<file path="src/rtl/lcd_raster_pkg.sv">
package lcd_raster_pkg;

  typedef struct packed {
    logic de;
    logic hs;
    logic vs;
    logic fs;
  } raster_flags_t;

endpackage

</file>
<file path="src/rtl/lcd_axis_counter.sv">
module lcd_axis_counter #(
  parameter int unsigned TOTAL = 1024,
  parameter int unsigned W     = 10
) (
  input  logic         clk_i,
  input  logic         rst_ni,
  input  logic         step_i,
  output logic [W-1:0] pos_o
);

  localparam logic [W-1:0] LAST = W'(TOTAL - 1);

  logic [W-1:0] pos_q;

  always_ff @(posedge clk_i or negedge rst_ni) begin
    if (!rst_ni) begin
      pos_q <= '0;
    end else if (step_i) begin
      pos_q <= (pos_q == LAST) ? '0 : pos_q + W'(1);
    end
  end

  assign pos_o = pos_q;

endmodule

</file>
<file path="src/rtl/lcd_flag_decode.sv">
module lcd_flag_decode
  import lcd_raster_pkg::*;
#(
  parameter int unsigned XW          = 10,
  parameter int unsigned YW          = 10,
  parameter int unsigned H_ACTIVE    = 800,
  parameter int unsigned V_ACTIVE    = 480,
  parameter int unsigned HS_START    = 816,
  parameter int unsigned HS_END      = 848,
  parameter int unsigned VS_START    = 482,
  parameter int unsigned VS_END      = 485,
  parameter bit          HS_ACT_HIGH = 1'b1,
  parameter bit          VS_ACT_HIGH = 1'b1
) (
  input  logic [XW-1:0] x_i,
  input  logic [YW-1:0] y_i,
  output raster_flags_t flags_o
);

  logic [31:0] xe, ye;
  logic        hs_on, vs_on;

  // widen so window limits equal to the total still compare correctly
  assign xe = 32'(x_i);
  assign ye = 32'(y_i);

  assign hs_on = (xe >= HS_START) && (xe < HS_END);
  assign vs_on = (ye >= VS_START) && (ye < VS_END);

  always_comb begin
    flags_o.de = (xe < H_ACTIVE) && (ye < V_ACTIVE);
    flags_o.hs = hs_on ? HS_ACT_HIGH : ~HS_ACT_HIGH;
    flags_o.vs = vs_on ? VS_ACT_HIGH : ~VS_ACT_HIGH;
    flags_o.fs = (xe == 32'd0) && (ye == 32'd0);
  end

endmodule

</file>
<file path="src/rtl/lcd_delay_line.sv">
module lcd_delay_line
  import lcd_raster_pkg::*;
#(
  parameter int unsigned   DEPTH = 1,
  parameter raster_flags_t IDLE  = '0
) (
  input  logic          clk_i,
  input  logic          rst_ni,
  input  raster_flags_t d_i,
  output raster_flags_t q_o
);

  if (DEPTH == 0) begin : g_bypass
    assign q_o = d_i;
  end else begin : g_pipe
    raster_flags_t stg_q [DEPTH];

    always_ff @(posedge clk_i or negedge rst_ni) begin
      if (!rst_ni) begin
        for (int i = 0; i < DEPTH; i++) stg_q[i] <= IDLE;
      end else begin
        stg_q[0] <= d_i;
        for (int i = 1; i < DEPTH; i++) stg_q[i] <= stg_q[i-1];
      end
    end

    assign q_o = stg_q[DEPTH-1];
  end

endmodule

</file>
<file path="src/rtl/lcd_raster_gen.sv">
module lcd_raster_gen
  import lcd_raster_pkg::*;
#(
  parameter int unsigned H_TOTAL     = 1024,
  parameter int unsigned V_TOTAL     = 525,
  parameter int unsigned H_ACTIVE    = 800,
  parameter int unsigned V_ACTIVE    = 480,
  parameter int unsigned HS_START    = 816,
  parameter int unsigned HS_END      = 848,
  parameter int unsigned VS_START    = 482,
  parameter int unsigned VS_END      = 485,
  parameter int unsigned PIPE_DELAY  = 1,
  parameter bit          HS_ACT_HIGH = 1'b1,
  parameter bit          VS_ACT_HIGH = 1'b1,
  localparam int unsigned XW = (H_TOTAL > 1) ? $clog2(H_TOTAL) : 1,
  localparam int unsigned YW = (V_TOTAL > 1) ? $clog2(V_TOTAL) : 1
) (
  input  logic          clk_i,
  input  logic          rst_ni,
  output logic [XW-1:0] x_o,
  output logic [YW-1:0] y_o,
  output logic          de_o,
  output logic          hs_o,
  output logic          vs_o,
  output logic          frame_start_o
);

  localparam logic [XW-1:0] H_LAST = XW'(H_TOTAL - 1);
  localparam raster_flags_t IDLE = '{de: 1'b0, hs: ~HS_ACT_HIGH, vs: ~VS_ACT_HIGH, fs: 1'b0};

  if (PIPE_DELAY > 4) begin : g_bad_depth
    $error("PIPE_DELAY must be 0..4");
  end

  logic          h_wrap;
  raster_flags_t raw_flags, out_flags;

  lcd_axis_counter #(.TOTAL(H_TOTAL), .W(XW)) u_hcnt (
    .clk_i  (clk_i),
    .rst_ni (rst_ni),
    .step_i (1'b1),
    .pos_o  (x_o)
  );

  assign h_wrap = (x_o == H_LAST);

  lcd_axis_counter #(.TOTAL(V_TOTAL), .W(YW)) u_vcnt (
    .clk_i  (clk_i),
    .rst_ni (rst_ni),
    .step_i (h_wrap),
    .pos_o  (y_o)
  );

  lcd_flag_decode #(
    .XW(XW), .YW(YW),
    .H_ACTIVE(H_ACTIVE), .V_ACTIVE(V_ACTIVE),
    .HS_START(HS_START), .HS_END(HS_END),
    .VS_START(VS_START), .VS_END(VS_END),
    .HS_ACT_HIGH(HS_ACT_HIGH), .VS_ACT_HIGH(VS_ACT_HIGH)
  ) u_dec (
    .x_i     (x_o),
    .y_i     (y_o),
    .flags_o (raw_flags)
  );

  lcd_delay_line #(.DEPTH(PIPE_DELAY), .IDLE(IDLE)) u_dly (
    .clk_i  (clk_i),
    .rst_ni (rst_ni),
    .d_i    (raw_flags),
    .q_o    (out_flags)
  );

  assign de_o          = out_flags.de;
  assign hs_o          = out_flags.hs;
  assign vs_o          = out_flags.vs;
  assign frame_start_o = out_flags.fs;

endmodule

</file>
<file path="config.mk">
export PLATFORM = sky130hd
export DESIGN_NAME = lcd_raster_gen
export DESIGN_NICKNAME = d
export VERILOG_FILES = /design/src/rtl/lcd_raster_pkg.sv /design/src/rtl/lcd_axis_counter.sv /design/src/rtl/lcd_flag_decode.sv /design/src/rtl/lcd_delay_line.sv /design/src/rtl/lcd_raster_gen.sv
export SDC_FILE = /design/constraint.sdc
export NUM_CORES = 1
export LEC_CHECK = 0
export ABC_AREA = 1
export BUFFER_PORTS_ARGS = -buffer_cell sky130_fd_sc_hd__buf_4
export CAP_MARGIN = 25
export CORE_MARGIN = 2
export CORE_UTILIZATION = 59
export DETAILED_ROUTE_END_ITERATION = 10
export HOLD_SLACK_MARGIN = 0.1
export MAX_ROUTING_LAYER = met4
export PLACE_DENSITY = 0.83
export RECOVER_POWER = 100
export SYNTH_ARGS = -nofsm -noshare
export SYNTH_HDL_FRONTEND = slang
export SYNTH_HIERARCHICAL = 1
export SYNTH_SLANG_ARGS = --single-unit
</file>
<file path="constraint.sdc">
create_clock -name clk_i -period 3.5 [get_ports clk_i]
set_input_delay 0.35 -clock clk_i [delete_from_list [all_inputs] [get_ports clk_i]]
set_output_delay 0.35 -clock clk_i [all_outputs]
set_load 0.005 [all_outputs]
</file>
==> results of run 1 <==
layer usage:
layer,up-vias,track usage
met5,-,-
met4,0,0.0750
met3,2,0.0246
met2,43,0.365
met1,624,0.356
li1,659,-
through the flow:
step / power [W] / utilization
final: 0.000728 / 0.685
after global routing: 0.000778 / 0.685
after CTS: 0.000741 / 0.705
after detailed placement: 0.000621 / 0.692
after global placement: 0.000614 / 0.692
after floorplan: 0.000526 / -
power groups by stage:
stage | clock [W] | combinational [W] | sequential [W]
finish | 0.000120 | 0.000222 | 0.000386
global route | 0.000132 | 0.000250 | 0.000396
CTS | 0.000124 | 0.000229 | 0.000389
detailed placement | 0 | 0.000227 | 0.000394
floorplan | 0 | 0.000143 | 0.000383
global placement | 0 | 0.000225 | 0.000389
placed cells by master (no fill, tap or decap), types with 2 or more instances in the layout:
cell,count
nor2_1,32
clkbuf_1,5
o21bai_1,3
nor2_2,5
dfrtp_1,24
xnor2_1,2
inv_1,28
nand2_1,44
nand3_1,11
xor2_1,6
nand2_2,6
nand4_1,8
a21oi_1,7
clkbuf_4,23
ha_1,3
nor2_4,3
final cells by class:
cell class / count / area (um^2) / area share
flip-flops and latches: 24 / 601 / 0.357
well taps: 30 / 37.5 / 0.0223
clock buffers: 3 / 22.5 / 0.0134
repair buffers: 26 / 179 / 0.106
multi-input cells: 140 / 732 / 0.436
inverters: 29 / 109 / 0.0648
sequential cells by signal, summed over array words and instances (netlist names):
name	cells
u_hcnt/pos_o	10
u_dly/q_o	4
u_vcnt/pos_o	10
worst max path at each step:
stage	start	endpoint	cells after the start
3_3_place_gp	u_hcnt/pos_o[4]$_DFFE_PN0P_	u_vcnt/pos_o[6]$_DFFE_PN0P_	9
3_5_place_dp	u_hcnt/pos_o[4]$_DFFE_PN0P_	u_vcnt/pos_o[5]$_DFFE_PN0P_	9
4_1_cts	u_hcnt/pos_o[4]$_DFFE_PN0P_	u_vcnt/pos_o[6]$_DFFE_PN0P_	9
6_report	u_hcnt/pos_o[4]$_DFFE_PN0P_	u_vcnt/pos_o[5]$_DFFE_PN0P_	9
2_1_floorplan	u_hcnt/pos_o[4]$_DFFE_PN0P_	u_vcnt/pos_o[6]$_DFFE_PN0P_	10
5_1_grt	u_hcnt/pos_o[4]$_DFFE_PN0P_	u_vcnt/pos_o[5]$_DFFE_PN0P_	9
worst max-delay path: stages, from the launching register on:
cell and delay [ns]:
dfrtp_1 0.51, nand2_1 0.09, nor2_1 0.11, nand2_1 0.06, nor2_1 0.48, nand2_2 0.10, nor2_1 0.37, nand2_2 0.12
xor2_1 0.16, inv_1 0.05
kinds of logic after synthesis:
kind of cell / synth area share
and+or+nand+nor: 0.379
buffers and inverters: 0.0947
DFF: 0.399
AOI/OAI and AO/OA: 0.0540
xor gates and xnor gates: 0.0465
adders and majority gates: 0.0249
other: 0.00249
timing repair:
item / in CTS / in global routing
hold buffers: 1 / 0
setup endpoints to repair: 0 / 0
hold endpoints to repair: 24 / 0
==> impl_metrics.env, run 1 <==
export IMPL_clockBufferDepth=2
export IMPL_seq_area_frac_synth=0.399
export IMPL_power_ir_vdd_worst_mv=0.349
export IMPL_gpl_final_weighted_congestion=0.849
export IMPL_outcome="completed"
export IMPL_synth_enable_flop_cells=0
export IMPL_postSynthNetCount=202
export IMPL_final_setup_skew_ns=0.00395
export IMPL_yosys_warnings=6
export IMPL_synth_distinct_cells=28
export IMPL_design_core_area_um2=2450
export IMPL_number_of_antenna_violations_at_the_first_check_in_global_routing=0
export IMPL_maximum_achievable_frequency_mhz=467
export IMPL_pin_count=26
export IMPL_setup_viol=0
export IMPL_clock_tree_from_tritoncts="done"
export IMPL_final_cell_area_um2=1680
export IMPL_num_vias=1328
export IMPL_die_w_um=54.5
export IMPL_grt_pass1_vias=1208
export IMPL_hold_path_depth=2
export IMPL_slew_limit_headroom=0.126
export IMPL_placementRows=18
export IMPL_combPwrFrac=0.304
export IMPL_timing_critical_path_arrival_ns=2.36
export IMPL_post_cts_setup_buffers=0
export IMPL_finalHoldViolCount=0
export IMPL_final_period_utilization=0.612
export IMPL_dr_first_iter_drc_count=40
export IMPL_hold_removal_path_class="reg2reg"
export IMPL_post_synth_top_count_cell="nand2_1"
export IMPL_grt_total_usage=0.247
export IMPL_crit_path_kind="reg2reg"
export IMPL_grt_pass1_wl_um=5310
export IMPL_cts_reportedPaths_clkPinSlew_ns=0.13
export IMPL_tns_ns=0
export IMPL_highest_layer="met4"
export IMPL_placement_setup_worst_slack_ns=1.58
export IMPL_p_sw_w=0.000268
export IMPL_path_max_fanout=10
export IMPL_antenna_cells_inserted=0
export IMPL_holdCritStartpoint="u_vcnt/pos_o[0]$_DFFE_PN0P_"
export IMPL_synthesis_instances=197
export IMPL_setup_repair_after_global_routing_missed_its_margin="no"
export IMPL_critical_path_startpoint_type="flip-flop"
export IMPL_postRouteWirelength_um=3130
export IMPL_ff2ff_path_depth=9
export IMPL_top_cells_by_count_synth="44 x nand2_1, 28 x inv_1, 28 x nor2_1, 24 x dfrtp_1, 10 x nand3_1"
export IMPL_static_leakage_power_nw=0.894
export IMPL_wire_length_on_met1_um=1460
export IMPL_reg2reg_slack_ns=1.36
export IMPL_finalWorstSetupSlack_ns=1.36
export IMPL_cts_num_sinks=24
export IMPL_grt_max_degree=25
export IMPL_yosys_most_used_dff="dfrtp_1"
export IMPL_synth_top_area_share=0.399
export IMPL_power_per_cell_area_nw_per_um2=433
export IMPL_actual_slew_at_the_worst_max_slew_pin_ns=1.31
export IMPL_layout_nets=229
export IMPL_endpoint_of_the_worst_hold_timing_path="u_vcnt/pos_o[0]$_DFFE_PN0P_"
export IMPL_rr_startpoint="u_hcnt/pos_o[4]$_DFFE_PN0P_"
export IMPL_die_y_um=54.5
export IMPL_timing_critical_path_required_ns=3.71
export IMPL_final_antenna_net_count=0
export IMPL_seq_power_share=0.531
export IMPL_final_instance_count_excl_fill=252
export IMPL_post_cts_resized=0
export IMPL_area_growth_pct=11.5
export IMPL_pwr_share_clk=0.165
export IMPL_vias_per_cell=5.27
export IMPL_average_size_of_a_mapped_cell_um2=7.65
export IMPL_place_area_um2=1700
export IMPL_netlist_top_cell_by_area="dfrtp_1"
export IMPL_floorplan_die_area_um2=2970
export IMPL_start_util=0.614
export IMPL_crit_path_end_kind="flip-flop"
export IMPL_synth_top_cells_by_area="dfrtp_1 40%, nand2_1 11%, inv_1 7.0%, nor2_1 7.0%, nor2_4 3.7%"
export IMPL_detail_route_wl_per_cell_um=12.4
export IMPL_final_max_slew_violation_count=0
export IMPL_cell_internal_pwr_w=0.000459
export IMPL_whs_ns=0.624
export IMPL_cts_made_buffers=3
export IMPL_final_period_minus_worst_setup_slack_ns=2.14
export IMPL_filler_cell_count_in_the_final_layout=214
export IMPL_placement_io_buffers=25
export IMPL_cts_max_level=1
export IMPL_drcViolationCount=0
export IMPL_detailed_place_hpwl_um=2330
export IMPL_regToRegEndpoint="u_vcnt/pos_o[5]$_DFFE_PN0P_"
export IMPL_ys_ff_latch=24
export IMPL_drt_first_pass_iters=5
export IMPL_gr_total_overflow=0
export IMPL_route_met3_wl_um=172
export IMPL_max_cap_viol_count=0
export IMPL_syn_area_um2=1510
export IMPL_dpl_cell_count=248
export IMPL_asyncSetResetFlopFracSynth=1.00
export IMPL_cts_root_buffer="clkbuf_4"
export IMPL_clock_latency_ns=0.31
export IMPL_layout_drive_gt1_share=0.185
export IMPL_p_sw_frac=0.369
export IMPL_met2_length_um=1490
Power figures use the tool's default switching activity.
==> run 2: changes to the inputs <==
--- a/config.mk
+++ b/config.mk
@@ -9,11 +9,11 @@
 export BUFFER_PORTS_ARGS = -buffer_cell sky130_fd_sc_hd__buf_4
 export CAP_MARGIN = 25
 export CORE_MARGIN = 2
-export CORE_UTILIZATION = 59
+export CORE_UTILIZATION = 50
 export DETAILED_ROUTE_END_ITERATION = 10
 export HOLD_SLACK_MARGIN = 0.1
 export MAX_ROUTING_LAYER = met4
-export PLACE_DENSITY = 0.83
+export PLACE_DENSITY = 0.75
 export RECOVER_POWER = 100
 export SYNTH_ARGS = -nofsm -noshare
 export SYNTH_HDL_FRONTEND = slang
==> constraint.sdc (replaced) <==
create_clock -name clk_i -period 1.8 [get_ports clk_i]
set_input_delay 0.18 -clock clk_i [delete_from_list [all_inputs] [get_ports clk_i]]
set_output_delay 0.18 -clock clk_i [all_outputs]
set_load 0.005 [all_outputs]
==> run 2 against run 1 <==
  * The flow now finishes with violations (DRC)
  * Critical path type unchanged
  * Setup slack lost 1.2 ns
  * Largest power group unchanged
  * Highest routed layer unchanged
  * Die area grew 17%
  * Critical path depth down 3
  * Via count rose by 1.1%
==> impl_metrics.env, run 2 (synthesized netlist as in run 1, its figures left out) <==
export IMPL_hold_path_depth=2
export IMPL_design_core_area_um2=2810
export IMPL_cpLargestDelayFamily="simple AND/OR/NAND/NOR gates"
export IMPL_final_max_slew_violation_count=0
export IMPL_drt_first_pass_iters=7
export IMPL_tns_ns=0
export IMPL_slew_limit_headroom=0.139
export IMPL_floorplan_die_area_um2=3470
export IMPL_clockBufferDepth=2
export IMPL_die_y_um=58.9
export IMPL_post_layout_total_power_w=0.00163
export IMPL_critical_path_max_stage_delay_ns=0.37
export IMPL_dr_first_iter_drc_count=64
export IMPL_area_growth_pct=17.9
export IMPL_num_vias=1343
export IMPL_cts_num_sinks=24
export IMPL_crit_path_kind="reg2reg"
export IMPL_detailed_place_hpwl_um=2520
export IMPL_setup_viol=0
export IMPL_reg2reg_slack_ns=0.17
export IMPL_regToRegEndpoint="u_hcnt/pos_o[5]$_DFFE_PN0P_"
export IMPL_outcome="finished with violations"
export IMPL_clock_latency_ns=0.32
export IMPL_timing_critical_path_cells="clkbuf_1, ha_1, nand2_1, nor2_1, nand4_1, and3_1"
export IMPL_die_w_um=58.9
export IMPL_grt_max_degree=25
export IMPL_commonest_cells_after_routing_fill_and_taps_aside="45 x nand2_1, 28 x nor2_1, 28 x inv_1, 24 x dfrtp_1, 21 x clkbuf_4"
export IMPL_path_buf_inv=1
export IMPL_final_cell_area_um2=1780
export IMPL_endpoint_of_the_worst_hold_timing_path="u_vcnt/pos_o[6]$_DFFE_PN0P_"
export IMPL_cts_max_level=1
export IMPL_cts_made_buffers=3
export IMPL_holdCritStartpoint="u_vcnt/pos_o[6]$_DFFE_PN0P_"
export IMPL_critical_path_slowest_cell="dfrtp_1"
export IMPL_final_period_utilization=0.905
export IMPL_filler_cell_count_in_the_final_layout=265
export IMPL_maximum_achievable_frequency_mhz=614
export IMPL_gr_total_overflow=0
export IMPL_timing_critical_path_required_ns=2.04
export IMPL_post_cts_setup_buffers=0
export IMPL_failed_checks="DRC"
export IMPL_grt_total_usage=0.228
export IMPL_number_of_antenna_violations_at_the_first_check_in_global_routing=0
export IMPL_vias_per_cell=5.15
export IMPL_grt_pass1_vias=1295
export IMPL_cts_reportedPaths_clkPinSlew_ns=0.15
export IMPL_static_leakage_power_nw=0.933
export IMPL_max_cap_viol_count=0
export IMPL_drcViolationCount=1
export IMPL_final_period_minus_worst_setup_slack_ns=1.63
export IMPL_gpl_final_weighted_congestion=0.894
export IMPL_power_per_cell_area_nw_per_um2=921
export IMPL_layout_commonest_cell="nand2_1"
export IMPL_grt_pass1_wl_um=5910
export IMPL_setup_repair_after_global_routing_missed_its_margin="no"
export IMPL_placementRows=19
export IMPL_postRouteWirelength_um=3370
export IMPL_critical_path_startpoint_type="flip-flop"
export IMPL_path_max_fanout=5
export IMPL_place_area_um2=1750
export IMPL_layout_nets=236
export IMPL_power_ir_vdd_worst_mv=0.584
export IMPL_ff2ff_path_depth=6
export IMPL_actual_slew_at_the_worst_max_slew_pin_ns=1.29
export IMPL_placement_io_buffers=25
export IMPL_antenna_cells_inserted=0
export IMPL_hold_removal_path_class="reg2reg"
export IMPL_start_util=0.537
export IMPL_finalHoldViolCount=0
export IMPL_layout_drive_gt1_share=0.217
export IMPL_cts_root_buffer="clkbuf_4"
export IMPL_final_setup_skew_ns=0.0115
export IMPL_timing_critical_path_arrival_ns=1.87
export IMPL_detail_route_wl_per_cell_um=12.9
export IMPL_final_antenna_net_count=0
export IMPL_rr_startpoint="u_hcnt/pos_o[0]$_DFFE_PN0P_"
export IMPL_pin_count=26
export IMPL_clock_tree_from_tritoncts="done"
export IMPL_crit_path_end_kind="flip-flop"
run 2: changes by cell type in the layout (fill, tap and decap cells not counted), sizes merged:
cell    before  now
bufinv       0    1
clkbuf      28   29
buf          0    6
run 2: final cells by class:
type                       count  area (um^2)  share of cell area
sequential                    24          601               0.338
inverter                      29          109              0.0613
clock buffer                   3         22.5              0.0127
multi-input combinational    140          754               0.425
clock inverter                 1         30.0              0.0169
timing repair buffer          33          220               0.124
tap                           31         38.8              0.0218
run 2: worst max-delay path by stage:
stage / cells past startpoint / startpoint / slack, ns / to
final: 6 / u_hcnt/pos_o[0]$_DFFE_PN0P_ / 0.17 / u_hcnt/pos_o[5]$_DFFE_PN0P_
after global routing: 9 / u_hcnt/pos_o[5]$_DFFE_PN0P_ / 0.02 / u_vcnt/pos_o[5]$_DFFE_PN0P_
after CTS: 9 / u_hcnt/pos_o[5]$_DFFE_PN0P_ / 0.12 / u_vcnt/pos_o[5]$_DFFE_PN0P_
after detailed placement: 9 / u_hcnt/pos_o[5]$_DFFE_PN0P_ / 0.20 / u_vcnt/pos_o[5]$_DFFE_PN0P_
after global placement: 9 / u_hcnt/pos_o[5]$_DFFE_PN0P_ / 0.31 / u_vcnt/pos_o[6]$_DFFE_PN0P_
after floorplan: 10 / u_hcnt/pos_o[4]$_DFFE_PN0P_ / 0.33 / u_vcnt/pos_o[6]$_DFFE_PN0P_
run 2: stage by stage:
step / std cells / utilization / hold WS [ns] / setup WS [ns]
2_1_floorplan: 197 / - / -0.116 / 0.334
3_3_place_gp: 256 / 0.624 / 0.0961 / 0.306
3_5_place_dp: 256 / 0.624 / 0.0957 / 0.200
4_1_cts: 261 / 0.647 / 0.271 / 0.120
5_1_grt: 261 / 0.633 / 0.677 / 0.0179
6_report: 261 / 0.633 / 0.630 / 0.170
run 2: report_power, final:
| group | switching [W] | internal, W |
|---|---|---|
| registers | 0.0000648 | 0.000608 |
| clock network | 0.000179 | 0.000225 |
| logic | 0.000334 | 0.000224 |
run 2: layer usage:
metal  share of wire  global-route usage
met1            0.44               0.307
met2            0.50               0.367
met3           0.048              0.0264
met4          0.0059              0.0584
met5               0                   -
run 2: worst reg2reg max path: cells and delay by family, from the launching register on:
family | cells | cell delay, ns
buf+inv | 1 | 0.27
flops | 1 | 0.37
simple gates | 4 | 0.65
fa+ha+maj | 1 | 0.25
run 2: repair_timing:
item                                   4_1_cts  5_1_grt
endpoints found under the hold margin       24        0
hold buffers                                 1        0
gates resized for setup                      0        1
setup endpoints to repair                    0        3
==> run 3: changes to the inputs <==
==> constraint.sdc (replaced) <==
create_clock -name clk_i -period 1.8 [get_ports clk_i]
set_input_delay 0.27 -clock clk_i [delete_from_list [all_inputs] [get_ports clk_i]]
set_output_delay 0.27 -clock clk_i [all_outputs]
set_load 0.005 [all_outputs]
==> run 3 against run 2 <==
  * The flow still finishes with violations (DRC)
  * Global-route usage unchanged
  * Cell count unchanged
  * Register-to-register slack about the same
  * Non-clock buffer count unchanged
  * Highest routed layer unchanged
==> impl_metrics.env, run 3 (synthesized netlist as in run 1, its figures left out) <==
export IMPL_dr_first_iter_drc_count=63
export IMPL_detailed_place_hpwl_um=2520
export IMPL_grt_total_usage=0.228
export IMPL_vias_per_cell=5.14
export IMPL_layout_nets=236
export IMPL_layout_drive_gt1_share=0.222
export IMPL_number_of_antenna_violations_at_the_first_check_in_global_routing=0
export IMPL_grt_max_degree=25
export IMPL_setup_repair_after_global_routing_missed_its_margin="no"
export IMPL_finalWorstSetupSlack_ns=0.171
export IMPL_static_leakage_power_nw=0.936
export IMPL_critical_path_max_stage_delay_ns=0.37
export IMPL_design_core_area_um2=2810
export IMPL_drt_first_pass_iters=7
export IMPL_failed_checks="DRC"
export IMPL_gpl_final_weighted_congestion=0.894
export IMPL_power_per_cell_area_nw_per_um2=920
export IMPL_regToRegEndpoint="u_hcnt/pos_o[5]$_DFFE_PN0P_"
export IMPL_slew_limit_headroom=0.600
export IMPL_crit_path_end_kind="flip-flop"
export IMPL_antenna_cells_inserted=0
export IMPL_timing_critical_path_required_ns=2.04
export IMPL_pin_count=26
export IMPL_final_cell_area_um2=1780
export IMPL_gr_total_overflow=0
export IMPL_critical_path_startpoint_type="flip-flop"
export IMPL_clock_tree_from_tritoncts="done"
export IMPL_final_instance_count_excl_fill=261
export IMPL_cts_reportedPaths_clkPinSlew_ns=0.15
export IMPL_floorplan_die_area_um2=3470
export IMPL_commonest_cells_after_routing_fill_and_taps_aside="45 x nand2_1, 28 x nor2_1, 28 x inv_1, 24 x dfrtp_1, 21 x clkbuf_4"
export IMPL_outcome="finished with violations"
export IMPL_die_w_um=58.9
export IMPL_post_cts_setup_buffers=0
export IMPL_dpl_cell_count=256
export IMPL_cpLargestDelayFamily="simple AND/OR/NAND/NOR gates"
export IMPL_tns_ns=0
export IMPL_placementRows=19
export IMPL_layout_commonest_cell="nand2_1"
export IMPL_grt_pass1_vias=1295
export IMPL_hold_removal_path_class="in2async"
export IMPL_cts_num_sinks=24
export IMPL_reg2reg_slack_ns=0.17
export IMPL_final_max_slew_violation_count=0
export IMPL_timing_critical_path_arrival_ns=1.87
export IMPL_grt_pass1_wl_um=5910
export IMPL_final_antenna_net_count=0
export IMPL_ff2ff_path_depth=6
export IMPL_max_cap_viol_count=0
export IMPL_setup_viol=0
export IMPL_clock_latency_ns=0.32
export IMPL_detail_route_wl_per_cell_um=12.9
export IMPL_cts_root_buffer="clkbuf_4"
export IMPL_place_area_um2=1750
export IMPL_clockBufferDepth=2
export IMPL_path_max_fanout=5
export IMPL_drcViolationCount=1
export IMPL_whs_ns=0.464
export IMPL_cts_made_buffers=3
export IMPL_rr_startpoint="u_hcnt/pos_o[0]$_DFFE_PN0P_"
export IMPL_die_y_um=58.9
export IMPL_final_period_utilization=0.905
export IMPL_maximum_achievable_frequency_mhz=614
export IMPL_final_period_minus_worst_setup_slack_ns=1.63
export IMPL_cts_max_level=1
export IMPL_power_ir_vdd_worst_mv=0.584
export IMPL_num_vias=1342
export IMPL_critical_path_slowest_cell="dfrtp_1"
export IMPL_postRouteWirelength_um=3370
export IMPL_crit_path_kind="reg2reg"
export IMPL_timing_critical_path_cells="clkbuf_1, ha_1, nand2_1, nor2_1, nand4_1, and3_1"
export IMPL_path_buf_inv=1
export IMPL_area_growth_pct=17.9
export IMPL_final_setup_skew_ns=0.0115
export IMPL_actual_slew_at_the_worst_max_slew_pin_ns=0.600
export IMPL_start_util=0.537
export IMPL_placement_io_buffers=25
export IMPL_finalHoldViolCount=0
export IMPL_placement_setup_worst_slack_ns=0.200
## run 3: cell counts in the layout (fill, tap and decap cells not counted)
No cell type changed its count.
## run 3: metrics by stage
| step | util | power [W] |
|---|---|---|
| 4_1_cts | 0.647 | 0.00171 |
| 2_1_floorplan | - | 0.00102 |
| 3_5_place_dp | 0.624 | 0.00130 |
| 5_1_grt | 0.633 | 0.00173 |
| 3_3_place_gp | 0.624 | 0.00128 |
| 6_report | 0.633 | 0.00164 |
## run 3: worst max path at each step
stage                                start                           to  slack (ns)  cells after the start
6_report       u_hcnt/pos_o[0]$_DFFE_PN0P_  u_hcnt/pos_o[5]$_DFFE_PN0P_        0.17                      6
3_3_place_gp   u_hcnt/pos_o[5]$_DFFE_PN0P_  u_vcnt/pos_o[6]$_DFFE_PN0P_        0.31                      9
3_5_place_dp   u_hcnt/pos_o[5]$_DFFE_PN0P_  u_vcnt/pos_o[5]$_DFFE_PN0P_        0.20                      9
2_1_floorplan  u_hcnt/pos_o[4]$_DFFE_PN0P_  u_vcnt/pos_o[6]$_DFFE_PN0P_        0.33                     10
4_1_cts        u_hcnt/pos_o[5]$_DFFE_PN0P_  u_vcnt/pos_o[5]$_DFFE_PN0P_        0.12                      9
5_1_grt        u_hcnt/pos_o[5]$_DFFE_PN0P_  u_vcnt/pos_o[5]$_DFFE_PN0P_        0.02                      9
## run 3: layout make-up
cell class	count	area [um^2]
multi-input combinational	140	754
fill	264	1030
clock buffer	3	22.5
clock inverter	1	30.0
tap	31	38.8
sequential	24	601
timing repair buffer	33	221
inverter	29	109
## run 3: metal layers
layer	share of wire	vias up	track usage
li1	-	674	-
met5	0	-	-
met1	0.44	628	0.307
met2	0.50	38	0.367
met4	0.0059	0	0.0584
met3	0.045	2	0.0264
## run 3: report_power, final
group	switching, W	internal [W]	total [W]
sequential	0.0000649	0.000608	0.000673
clock	0.000179	0.000225	0.000404
combinational	0.000334	0.000224	0.000558
## run 3: what timing repair did
item                                    CTS  global route
hold buffers                              1             0
gates resized for setup                   0             1
hold endpoints to repair                 24             0
endpoints found under the setup margin    0             3
